**config.mk**
```make
export PLATFORM = sky130hd
export DESIGN_NAME = memwait_ctrl
export DESIGN_NICKNAME = d
export VERILOG_FILES = /design/src/rtl/memwait_pkg.sv /design/src/rtl/memwait_regs.sv /design/src/rtl/memwait_decode.sv /design/src/rtl/memwait_seq.sv /design/src/rtl/memwait_ctrl.sv
export SDC_FILE = /design/constraint.sdc
export NUM_CORES = 1
export LEC_CHECK = 0
export BUFFER_PORTS_ARGS = -buffer_cell sky130_fd_sc_hd__buf_2
export CORE_UTILIZATION = 50
export DETAILED_ROUTE_END_ITERATION = 8
export PLACE_DENSITY = 0.92
export SYNTH_ARGS = -nofsm -noshare
export SYNTH_HDL_FRONTEND = slang
export SYNTH_SLANG_ARGS = --single-unit
```
**constraint.sdc**
```tcl
create_clock -name clk -period 1.99 [get_ports clk]
set_input_delay 0.398 -clock clk [delete_from_list [all_inputs] [get_ports clk]]
set_output_delay 0.398 -clock clk [all_outputs]
set_load 0.1 [all_outputs]
```
**src/rtl/memwait_pkg.sv**
```systemverilog
// Shared constants and types for the memory wait-state controller.
// Assumes a 16-bit CPU byte address space and a 22-bit external address.
package memwait_pkg;
    localparam int ADDR_W  = 16;              // CPU address width
    localparam int DATA_W  = 16;              // CPU data width
    localparam int BYTE_W  = DATA_W / 2;      // byte lane width
    localparam int WIN_W   = 13;              // offset bits inside one window
    localparam int PAGE_W  = 9;               // page bits above the window
    localparam int XADDR_W = WIN_W + PAGE_W;  // external address width
    localparam int WAIT_W  = 3;               // wait-count field width
    localparam int N_XRGN  = 3;               // external regions
    localparam int FLD_W   = WAIT_W + 1;      // width bit plus wait count
    localparam int CFG_A_W = 2;               // configuration address width

    typedef enum logic [2:0] {
        RG_IRAM,
        RG_IROM,
        RG_XRAM,
        RG_XROM,
        RG_XMEM
    } region_e;

    typedef struct packed {
        logic              byte8;  // 1 = 8-bit device
        logic [WAIT_W-1:0] waits;  // wait states per beat
    } rgn_cfg_t;

    typedef struct packed {
        rgn_cfg_t [N_XRGN-1:0] ext;       // index 0 RAM, 1 ROM, 2 extended
        logic                  iram_wait; // extra wait for on-chip RAM
        logic                  irom_wait; // extra wait for on-chip ROM
        logic                  dbg;       // echo internal addresses
        logic                  merge;     // ROM select follows extended select
        logic [PAGE_W-1:0]     page;      // window upper address bits
    } cfg_t;
endpackage

```
**src/rtl/memwait_regs.sv**
```systemverilog
// Configuration registers of the wait-state controller.
// Holds the internal control bits, per-region external timing and the window
// page. Writes land on the clock edge; reads are combinational.
module memwait_regs
    import memwait_pkg::*;
(
    input  logic               clk,
    input  logic               rst_n,
    input  logic               cfg_wr,
    input  logic [CFG_A_W-1:0] cfg_addr,
    input  logic [DATA_W-1:0]  cfg_wdata,
    output logic [DATA_W-1:0]  cfg_rdata,
    output cfg_t               cfg_o
);
    localparam int EXT_W = N_XRGN * FLD_W;
    localparam logic [EXT_W-1:0] EXT_RST = {N_XRGN{1'b0, {WAIT_W{1'b1}}}};
    localparam logic [3:0]       INT_RST = 4'b0011;

    logic [3:0]        int_q;
    logic [EXT_W-1:0]  ext_q;
    logic [PAGE_W-1:0] page_q;

    // Register update on configuration writes.
    always_ff @(posedge clk) begin
        if (!rst_n) begin
            int_q  <= INT_RST;
            ext_q  <= EXT_RST;
            page_q <= '0;
        end else if (cfg_wr) begin
            case (cfg_addr)
                2'd0:    int_q  <= cfg_wdata[3:0];
                2'd1:    ext_q  <= cfg_wdata[EXT_W-1:0];
                2'd2:    page_q <= cfg_wdata[PAGE_W-1:0];
                default: ;
            endcase
        end
    end

    // Read-back multiplexer.
    always_comb begin
        cfg_rdata = '0;
        case (cfg_addr)
            2'd0:    cfg_rdata[3:0]        = int_q;
            2'd1:    cfg_rdata[EXT_W-1:0]  = ext_q;
            2'd2:    cfg_rdata[PAGE_W-1:0] = page_q;
            default: cfg_rdata = '0;
        endcase
    end

    // One timing field per external region.
    for (genvar g = 0; g < N_XRGN; g++) begin : g_rgn
        assign cfg_o.ext[g].byte8 = ext_q[g*FLD_W + WAIT_W];
        assign cfg_o.ext[g].waits = ext_q[g*FLD_W +: WAIT_W];
    end

    assign cfg_o.iram_wait = int_q[0];
    assign cfg_o.irom_wait = int_q[1];
    assign cfg_o.dbg       = int_q[2];
    assign cfg_o.merge     = int_q[3];
    assign cfg_o.page      = page_q;

    AST_RESET_DEFAULTS: assert property (@(posedge clk) disable iff (!rst_n)
        $rose(rst_n) |-> (ext_q == EXT_RST && int_q == INT_RST && page_q == '0));
endmodule

```
**src/rtl/memwait_decode.sv**
```systemverilog
// Address decoder: maps CPU address bits 15:13 to a region and forms the
// external address, adding the page bits for the extended window.
module memwait_decode
    import memwait_pkg::*;
(
    input  logic [ADDR_W-1:0]  addr_i,
    input  logic [PAGE_W-1:0]  page_i,
    output region_e            region_o,
    output logic [XADDR_W-1:0] xaddr_o
);
    localparam int SEL_W = ADDR_W - WIN_W;

    logic [SEL_W-1:0] win;
    assign win = addr_i[ADDR_W-1:WIN_W];

    // Region lookup from the window number.
    always_comb begin
        case (win)
            3'd0:       region_o = RG_IRAM;
            3'd4:       region_o = RG_XMEM;
            3'd5, 3'd6: region_o = RG_XROM;
            3'd7:       region_o = RG_IROM;
            default:    region_o = RG_XRAM;
        endcase
    end

    // External address: paged for the window, zero-extended elsewhere.
    always_comb begin
        if (region_o == RG_XMEM)
            xaddr_o = {page_i, addr_i[WIN_W-1:0]};
        else
            xaddr_o = {{(XADDR_W-ADDR_W){1'b0}}, addr_i};
    end
endmodule

```
**src/rtl/memwait_seq.sv**
```systemverilog
// Access sequencer: copies the settings at the start of an access, counts
// wait states per beat, splits 16-bit transfers into two byte beats for
// 8-bit regions, and drives strobes, selects and the CPU ready pulse.
// Assumes cpu_valid is held until cpu_ready and addresses are even.
module memwait_seq
    import memwait_pkg::*;
(
    input  logic               clk,
    input  logic               rst_n,
    input  logic               cpu_valid,
    input  logic               cpu_wr,
    input  logic [DATA_W-1:0]  cpu_wdata,
    input  region_e            region_i,
    input  logic [XADDR_W-1:0] xaddr_i,
    input  cfg_t               cfg_i,
    input  logic [DATA_W-1:0]  ext_din,
    input  logic [DATA_W-1:0]  int_rdata,
    output logic               cpu_ready,
    output logic [DATA_W-1:0]  cpu_rdata,
    output logic [XADDR_W-1:0] ext_addr,
    output logic [DATA_W-1:0]  ext_dout,
    output logic               ext_oe,
    output logic               ext_we,
    output logic               ext_ram_cs,
    output logic               ext_rom_cs,
    output logic               ext_xm_cs,
    output logic               int_ram_cs,
    output logic               int_rom_cs
);
    typedef enum logic [1:0] {S_IDLE, S_ACC, S_DONE} state_e;

    state_e             st_q;
    region_e            rgn_q;
    logic [XADDR_W-1:0] addr_q;
    logic               wr_q;
    logic [DATA_W-1:0]  wdata_q;
    logic [DATA_W-1:0]  rdata_q;
    logic [WAIT_W-1:0]  cnt_q;
    logic [WAIT_W-1:0]  waits_q;
    logic               byte8_q;
    logic               beat_q;
    logic               dbg_q;
    logic               merge_q;

    logic [WAIT_W-1:0]  ld_waits;
    logic               ld_byte8;
    logic               acc;
    logic               is_ext;

    // Settings that apply to the region being entered.
    always_comb begin
        ld_waits = '0;
        ld_byte8 = 1'b0;
        case (region_i)
            RG_XRAM: begin ld_waits = cfg_i.ext[0].waits; ld_byte8 = cfg_i.ext[0].byte8; end
            RG_XROM: begin ld_waits = cfg_i.ext[1].waits; ld_byte8 = cfg_i.ext[1].byte8; end
            RG_XMEM: begin ld_waits = cfg_i.ext[2].waits; ld_byte8 = cfg_i.ext[2].byte8; end
            RG_IRAM: ld_waits = {{(WAIT_W-1){1'b0}}, cfg_i.iram_wait};
            RG_IROM: ld_waits = {{(WAIT_W-1){1'b0}}, cfg_i.irom_wait};
            default: ;
        endcase
    end

    // Access state machine with per-beat wait counter.
    always_ff @(posedge clk) begin
        if (!rst_n) begin
            st_q    <= S_IDLE;
            rgn_q   <= RG_IRAM;
            addr_q  <= '0;
            wr_q    <= 1'b0;
            wdata_q <= '0;
            rdata_q <= '0;
            cnt_q   <= '0;
            waits_q <= '0;
            byte8_q <= 1'b0;
            beat_q  <= 1'b0;
            dbg_q   <= 1'b0;
            merge_q <= 1'b0;
        end else begin
            case (st_q)
                S_IDLE: if (cpu_valid) begin
                    st_q    <= S_ACC;
                    rgn_q   <= region_i;
                    addr_q  <= xaddr_i;
                    wr_q    <= cpu_wr;
                    wdata_q <= cpu_wdata;
                    cnt_q   <= ld_waits;
                    waits_q <= ld_waits;
                    byte8_q <= ld_byte8;
                    beat_q  <= 1'b0;
                    dbg_q   <= cfg_i.dbg;
                    merge_q <= cfg_i.merge;
                end
                S_ACC: begin
                    if (cnt_q != '0) begin
                        cnt_q <= cnt_q - 1'b1;
                    end else if (byte8_q && !beat_q) begin
                        rdata_q[BYTE_W-1:0] <= ext_din[BYTE_W-1:0];
                        beat_q <= 1'b1;
                        cnt_q  <= waits_q;
                    end else begin
                        if (byte8_q)
                            rdata_q[DATA_W-1:BYTE_W] <= ext_din[BYTE_W-1:0];
                        else if (is_ext)
                            rdata_q <= ext_din;
                        else
                            rdata_q <= int_rdata;
                        st_q <= S_DONE;
                    end
                end
                default: st_q <= S_IDLE;
            endcase
        end
    end

    assign acc    = (st_q == S_ACC);
    assign is_ext = (rgn_q == RG_XRAM) || (rgn_q == RG_XROM) || (rgn_q == RG_XMEM);

    // Strobes and selects for the active access.
    always_comb begin
        ext_oe     = acc && is_ext && !wr_q;
        ext_we     = acc && is_ext && wr_q;
        ext_ram_cs = acc && (rgn_q == RG_XRAM);
        ext_xm_cs  = acc && (rgn_q == RG_XMEM);
        ext_rom_cs = acc && ((rgn_q == RG_XROM) || (merge_q && rgn_q == RG_XMEM));
        int_ram_cs = acc && (rgn_q == RG_IRAM);
        int_rom_cs = acc && (rgn_q == RG_IROM);
    end

    // External address and write data, byte beats on the low lane.
    always_comb begin
        ext_addr = '0;
        ext_dout = '0;
        if (acc && is_ext) begin
            ext_addr = byte8_q ? {addr_q[XADDR_W-1:1], beat_q} : addr_q;
            if (wr_q) begin
                if (!byte8_q)
                    ext_dout = wdata_q;
                else if (beat_q)
                    ext_dout[BYTE_W-1:0] = wdata_q[DATA_W-1:BYTE_W];
                else
                    ext_dout[BYTE_W-1:0] = wdata_q[BYTE_W-1:0];
            end
        end else if (acc && dbg_q) begin
            ext_addr = addr_q;
        end
    end

    assign cpu_ready = (st_q == S_DONE);
    assign cpu_rdata = rdata_q;

    AST_READY_PULSE: assert property (@(posedge clk) disable iff (!rst_n)
        cpu_ready |=> !cpu_ready);
    AST_STROBE_EXCL: assert property (@(posedge clk) disable iff (!rst_n)
        !(ext_oe && ext_we));
    AST_SEL_ONEHOT: assert property (@(posedge clk) disable iff (!rst_n)
        $onehot0({ext_ram_cs, ext_xm_cs, int_ram_cs, int_rom_cs, ext_rom_cs && !ext_xm_cs}));
    AST_SETTINGS_HELD: assert property (@(posedge clk) disable iff (!rst_n)
        (st_q != S_IDLE) |=> $stable({waits_q, byte8_q, dbg_q, merge_q}));
    AST_BEAT_ORDER: assert property (@(posedge clk) disable iff (!rst_n)
        $rose(beat_q) |-> (byte8_q && ext_addr[0]));
    AST_INT_QUIET: assert property (@(posedge clk) disable iff (!rst_n)
        (int_ram_cs || int_rom_cs) |-> !(ext_oe || ext_we));
    AST_MERGE_ROM: assert property (@(posedge clk) disable iff (!rst_n)
        (ext_xm_cs && merge_q) |-> ext_rom_cs);
    AST_DBG_OFF: assert property (@(posedge clk) disable iff (!rst_n)
        ((int_ram_cs || int_rom_cs) && !dbg_q) |-> (ext_addr == '0));
endmodule

```
**src/rtl/memwait_ctrl.sv**
```systemverilog
// Top of the external memory wait-state controller. Connects the
// configuration registers, the address decoder and the access sequencer.
// Assumes one outstanding CPU access at a time.
module memwait_ctrl
    import memwait_pkg::*;
(
    input  logic               clk,
    input  logic               rst_n,
    input  logic               cpu_valid,
    input  logic               cpu_wr,
    input  logic [ADDR_W-1:0]  cpu_addr,
    input  logic [DATA_W-1:0]  cpu_wdata,
    output logic               cpu_ready,
    output logic [DATA_W-1:0]  cpu_rdata,
    input  logic               cfg_wr,
    input  logic [CFG_A_W-1:0] cfg_addr,
    input  logic [DATA_W-1:0]  cfg_wdata,
    output logic [DATA_W-1:0]  cfg_rdata,
    output logic [XADDR_W-1:0] ext_addr,
    output logic [DATA_W-1:0]  ext_dout,
    input  logic [DATA_W-1:0]  ext_din,
    output logic               ext_oe,
    output logic               ext_we,
    output logic               ext_ram_cs,
    output logic               ext_rom_cs,
    output logic               ext_xm_cs,
    output logic               int_ram_cs,
    output logic               int_rom_cs,
    input  logic [DATA_W-1:0]  int_rdata
);
    cfg_t               cfg;
    region_e            region;
    logic [XADDR_W-1:0] xaddr;

    memwait_regs u_regs (
        .clk       (clk),
        .rst_n     (rst_n),
        .cfg_wr    (cfg_wr),
        .cfg_addr  (cfg_addr),
        .cfg_wdata (cfg_wdata),
        .cfg_rdata (cfg_rdata),
        .cfg_o     (cfg)
    );

    memwait_decode u_dec (
        .addr_i   (cpu_addr),
        .page_i   (cfg.page),
        .region_o (region),
        .xaddr_o  (xaddr)
    );

    memwait_seq u_seq (
        .clk        (clk),
        .rst_n      (rst_n),
        .cpu_valid  (cpu_valid),
        .cpu_wr     (cpu_wr),
        .cpu_wdata  (cpu_wdata),
        .region_i   (region),
        .xaddr_i    (xaddr),
        .cfg_i      (cfg),
        .ext_din    (ext_din),
        .int_rdata  (int_rdata),
        .cpu_ready  (cpu_ready),
        .cpu_rdata  (cpu_rdata),
        .ext_addr   (ext_addr),
        .ext_dout   (ext_dout),
        .ext_oe     (ext_oe),
        .ext_we     (ext_we),
        .ext_ram_cs (ext_ram_cs),
        .ext_rom_cs (ext_rom_cs),
        .ext_xm_cs  (ext_xm_cs),
        .int_ram_cs (int_ram_cs),
        .int_rom_cs (int_rom_cs)
    );

    AST_NO_SPURIOUS_READY: assert property (@(posedge clk) disable iff (!rst_n)
        cpu_ready |-> $past(cpu_valid));
endmodule

```
## After elaboration in Yosys (flattened, before gate mapping)

Cells that the tools add are included.

| word-level totals | value |
|---|---|
| register bits | 95 |
| output and inout port bits | 78 |

| operators by class | value |
|---|---|
| add/sub/neg operators | 1 |
| equal/unequal tests | 22 |
| muxes and demuxes | 31 |
| bitwise gates (word level) | 2 |
| reduce and logical (&&, ||, !) cells | 33 |

Operator list:

| operator | number |
|---|---|
| 22-bit two-way mux | 3 |
| 16-bit two-way mux | 3 |
| 8-bit two-way mux | 6 |
| 3-bit equality test, second input constant | 6 |
| 3-bit case mux with 5 select lines | 1 |
| 3-bit by 2-bit equality test with 1-bit output, second input constant | 4 |
| 3-bit two-way mux | 4 |
| 3-bit case mux with 4 select lines | 1 |
| 4-bit case mux with 3 select lines | 1 |
| 3-bit AND reduction | 4 |
| 1-bit logical AND | 11 |
| 2-bit != test, second input constant | 5 |
| 5-bit case mux with 2 select lines | 1 |
| 3-bit logical NOT | 3 |
| 2-bit AND reduction | 4 |
| 3-bit by 1-bit equality test with 1-bit output, second input constant | 2 |
| 2-bit two-way mux | 3 |
| 3-bit case mux with 2 select lines | 1 |
| 2-bit by 1-bit equality test with 1-bit output, second input constant | 2 |
| 2-bit equality test, second input constant | 2 |
| 2-bit logical NOT | 2 |
| 1-bit two-way mux | 4 |
| 2-bit case mux with 2 select lines | 1 |
| 4-bit AND reduction | 1 |
| other kinds (10) | 14 |

## Depth between registers and ports, before layout

| depth | value |
|---|---|
| depth in word-level cells | 7 |
| mapped depth | 7 |
| mapped depth without buffers | 6 |

## Hierarchy

From an unflattened synthesis, not the netlist that was laid out.

| unflattened totals | value |
|---|---|
| cells, all modules | 601 |
| area, all modules | 5109.9 um2 |

Modules (own cells, without submodules):

| module | times used | cells each | area an instance (um2) | sequential area each (um2) |
|---|---|---|---|---|
| memwait_seq | 1 | 433 | 3478.3 | 1401.3 |
| memwait_regs | 1 | 138 | 1423.9 | 500.5 |
| memwait_decode | 1 | 30 | 207.7 | 0.0 |

## Worst setup path after synthesis

No wires, ideal clock.

| timing | value |
|---|---|
| kind | register to output |
| start point | reg u_seq.st_q[0] |
| end point | out ext_ram_cs |
| arrival | 3849 ps |
| setup slack | -2257 ps |
| stages on the path, launching flop included | 5 |
| buffers on the path | 2 |
| cell sequence | dfxtp_1 clkbuf_2 nand2b_1 clkbuf_1 nor4b_1 |

| on the way | value |
|---|---|
| cells in the longest elaborated chain, start to end | 2 |

Ends and longest elaborated chain:

| item | RTL line | source |
|---|---|---|
| start, declared | memwait_seq.sv:32 | `state_e st_q;` |
| start signal, assigned | memwait_seq.sv:67 | `st_q <= S_IDLE;` |
| start signal, assigned | memwait_seq.sv:82 | `st_q <= S_ACC;` |
| start signal, assigned | memwait_seq.sv:108 | `st_q <= S_DONE;` |
| 2-bit by 1-bit equality test with 1-bit output | memwait_seq.sv:116 | `assign acc = (st_q == S_ACC);` |
| 1-bit logical AND | memwait_seq.sv:123 | `ext_ram_cs = acc && (rgn_q == RG_XRAM);` |
| end, declared | memwait_ctrl.sv:24 | `output logic ext_ram_cs,` |

Every way passes these cells.

## Worst setup path in the final report

| timing | value |
|---|---|
| start point | reg u_seq.rgn_q[2] |
| end point | out ext_addr[19] |

| on the way | value |
|---|---|
| cells in the longest elaborated chain, start to end | 5 |
| elaborated cells on any way between the ends | 7 |
| classes of those cells | eq/ne: 3; mux: 1; reduce/logical: 3 |

Ends and longest elaborated chain:

| item | RTL line | source |
|---|---|---|
| start, declared | memwait_seq.sv:33 | `region_e rgn_q;` |
| start signal, assigned | memwait_seq.sv:83 | `rgn_q <= region_i;` |
| 3-bit by 2-bit equality test with 1-bit output | memwait_seq.sv:117 | `assign is_ext = (rgn_q == RG_XRAM) \|\| (rgn_q == RG_XROM) \|\| (rgn_q == RG_XMEM);` |
| 1-bit logical OR | memwait_seq.sv:117 |  |
| 1-bit logical OR * | memwait_seq.sv:117 |  |
| 1-bit logical AND * | memwait_seq.sv:134 | `if (acc && is_ext) begin` |
| 22-bit two-way mux * | memwait_seq.sv:134 |  |
| end, declared | memwait_ctrl.sv:19 | `output logic [XADDR_W-1:0] ext_addr,` |

Every way passes the cells marked *; elsewhere a longest branch is shown, timed or not.

==> impl_metrics.toml <==
[outcome]
status = "finished with violations"
violations = "setup timing"

[global_routing]
antenna_found_initial = 0
grt_pass1_vias = 5052
grtUsageTotal = 0.320
grt_pass1_wl_um = 24500
grt_start_max_net_pins = 33
overflow = 0

[cts]
insertion_delay_ns = 0.36
clock_path_buffers = 2
clk_pin_slew_ns = 0.09
cts_sinks = 95
htreeDepth = 3
cts_tree = "done"
cts_root_buf = "clkbuf_8"
cts_buffers = 9

[yosys]
yosysWarnings = 0
ys_seq_area_frac = 0.425
synth.distinct_cells = 49
synth-seq-cells = 95
syn_inst = 576
synth_area_mm2 = 0.00448
synth.avg_cell_area_um2 = 7.78

[floorplan]
die_w_um = 96.7
start_util = 0.516
dieHeight_um = 96.7
core_area_mm2 = 0.00868
die_area_mm2 = 0.00934
rows = 34
num_io_pins = 165

[timing]
drv_slew = 0
setup_ws_ns = -0.260
skew_ns = 0.0136
hold_slack_ns = 0.253
finalSetupTns_ns = -8.60
finalSetupViolations = 41
rsz0062_at_grt = "yes"
max_slew.worst_pin.slew_ns = 0.730
clock.fmax_mhz = 444
period_share = 1.13
relSlewSlack = 0.513
layout_min_cycle_time_ns = 2.25
hold_viol = 0

[route]
wl_um = 15300
drt_first_iter_violations = 499
wl_per_cell_um = 17.8
firstDrtPassIters = 5
via_per_inst = 5.95
ant_nets = 0
drc = 0
dr_total_vias = 5120

[pwr]
pwr_density_cell_mw_per_mm2 = 723
design_power_total_mw = 5.12
peakVddDrop_mv = 0.470
p_leak_nw = 2.97

[worst_setup_path]
arrival_ns = 1.85
crit_path_frequent_cell = "buf_6"
critical_path_class = "reg -> out"
worstSetupStartpointType = "register"
end_kind = "output pin"
r2r.worst_path.cells = 9
slowest_stage = "dfxtp_4"
path_cells = "buf_4 -> nor2b_4 -> nor3_2 -> nor2_2 -> buf_6 -> buf_6 -> and2_4 -> buf_12"
cp_data_required_time_ns = 1.59
cp_slowest_stage_delay_ns = 0.36
crit_fanout = 5

[worst_hold_path]
min_delay_path_depth = 3
hold_class = "in -> reg"

[cells_and_area]
fin_nets = 840
layout-drive-gt1-share = 0.406
nFillCells = 479
layout_common_cells = "nand2_1 (129), buf_2 (97), dfxtp_1 (91), a21oi_1 (65), buf_12 (59)"
antenna_cells = 0
final_core_util = 0.817
syn2layout_area_growth_pct = 58.3
final_common_cell = "nand2_1"

[job]
cap_violations = 0

[place]
preCtsSetupSlack_ns = -0.0671
post-dp-hpwl_um = 10600
io_buffers = 156
gp_congestion = 0.926
[per-stage QoR]
stage               area (um^2)  cells
CTS                        7040    856
global placement           6660    828
global route               7090    860
floorplan                  4880    579
detailed placement         6660    828
finish                     7090    860
[final cells by class]
| type | count | area [um^2] | area share |
|---|---|---|---|
| clock buffer | 10 | 128 | 0.0180 |
| clock inverter | 6 | 71.3 | 0.0101 |
| inverter | 11 | 47.5 | 0.00671 |
| multi-input combinational | 427 | 2760 | 0.389 |
| sequential | 95 | 1910 | 0.269 |
| tap | 108 | 135 | 0.0191 |
| timing repair buffer | 203 | 2040 | 0.288 |
[worst paths after layout]
kind / start / to / slack (ns)
setup / recovery: u_seq.rgn_q[2] / ext_addr[19] / -0.26
hold reg to reg: u_seq.addr_q[10] / u_seq.addr_q[10] / 0.46
hold / removal: cfg_wdata[10] / u_regs.ext_q[10] / 0.25
setup reg to reg: u_seq.st_q[0] / u_seq.cpu_rdata[3] / 0.17
[worst max-delay path, delay by kind of cell, from the launching register on]
| family | cells | cell delay, ns |
|---|---|---|
| DFF | 1 | 0.36 |
| buffers and inverters | 4 | 0.57 |
| and+or+nand+nor | 4 | 0.55 |
[where the power goes]
group	switching [mW]	leakage, nW	internal, mW
registers	0.106	0.779	2.05
logic	1.15	2.10	0.542
clock network	0.683	0.0927	0.588
[kinds of logic (layout without fill, tap and decap cells)]
kind of cell               count (synthesis)  count (layout)  synth area share
and+or+nand+nor                          257             257             0.273
AOI/OAI and AO/OA                        141             141             0.189
DFF                                       95              95             0.425
buffers and inverters                     57             230            0.0536
muxes                                     18              18            0.0405
adders and majority gates                  6               6            0.0168
other                                      1               4          0.000837
xor gates and xnor gates                   1               1           0.00196
[registers in the layout, summed over array words and instances, names as in the netlist]
name,cells
u_seq.addr_q,22
u_seq.cpu_rdata,16
u_seq.wdata_q,16
u_regs.ext_q,12
u_regs.page_q,9
u_regs.int_q,4
u_seq.cnt_q,3
u_seq.rgn_q,3
u_seq.waits_q,3
u_seq.st_q,2
u_seq.beat_q,1
u_seq.byte8_q,1
u_seq.dbg_q,1
u_seq.merge_q,1
u_seq.wr_q,1
[synth_stat cells, drive strengths merged]
| cell type | number | area share |
|---|---|---|
| a22o | 1 | 0.0020 |
| a21oi | 73 | 0.082 |
| ha | 6 | 0.017 |
| nand2b | 3 | 0.0042 |
| nor4 | 1 | 0.0014 |
| nor3b | 2 | 0.0070 |
| or2 | 1 | 0.0014 |
| clkbuf | 31 | 0.027 |
| nor4b | 2 | 0.0039 |
| dfxtp | 95 | 0.42 |
| a211oi | 1 | 0.0017 |
| o22ai | 4 | 0.0056 |
| nor2 | 21 | 0.018 |
| and2 | 36 | 0.050 |
| conb | 1 | 0.00084 |
| o221ai | 8 | 0.016 |
| a311oi | 1 | 0.0020 |
| o32ai | 1 | 0.0020 |
| o211ai | 6 | 0.011 |
| a32oi | 1 | 0.0020 |
| inv | 10 | 0.0084 |
| nand4 | 1 | 0.0014 |
| o21ai | 20 | 0.022 |
| nand3 | 42 | 0.048 |
| clkinv | 1 | 0.00084 |
| nor2b | 10 | 0.015 |
| and3 | 3 | 0.0042 |
| nor3 | 5 | 0.0092 |
| a22oi | 12 | 0.020 |
| a21bo | 1 | 0.0022 |
| a222oi | 4 | 0.0089 |
| xor2 | 1 | 0.0020 |
| buf | 15 | 0.018 |
| mux2i | 17 | 0.038 |
| a31oi | 5 | 0.0070 |
| o21bai | 3 | 0.0050 |
| mux2 | 1 | 0.0025 |
| nand2 | 130 | 0.11 |
[per-layer routing]
metal  up-vias  share of wire  GRT usage
li1       2316              -          -
met4         0          0.043      0.166
met2       335           0.52      0.582
met3        72          0.075     0.0578
met1      2397           0.36      0.353
met5         -              0          0
[repair_timing]
action,4_1_cts,5_1_grt
cloned,2,0
gates resized for setup,30,7
endpoints found under the setup margin,49,45
pin swaps,10,8
setup buffers,10,4
hold buffers,0,0
(Power assumes the default switching activity.)
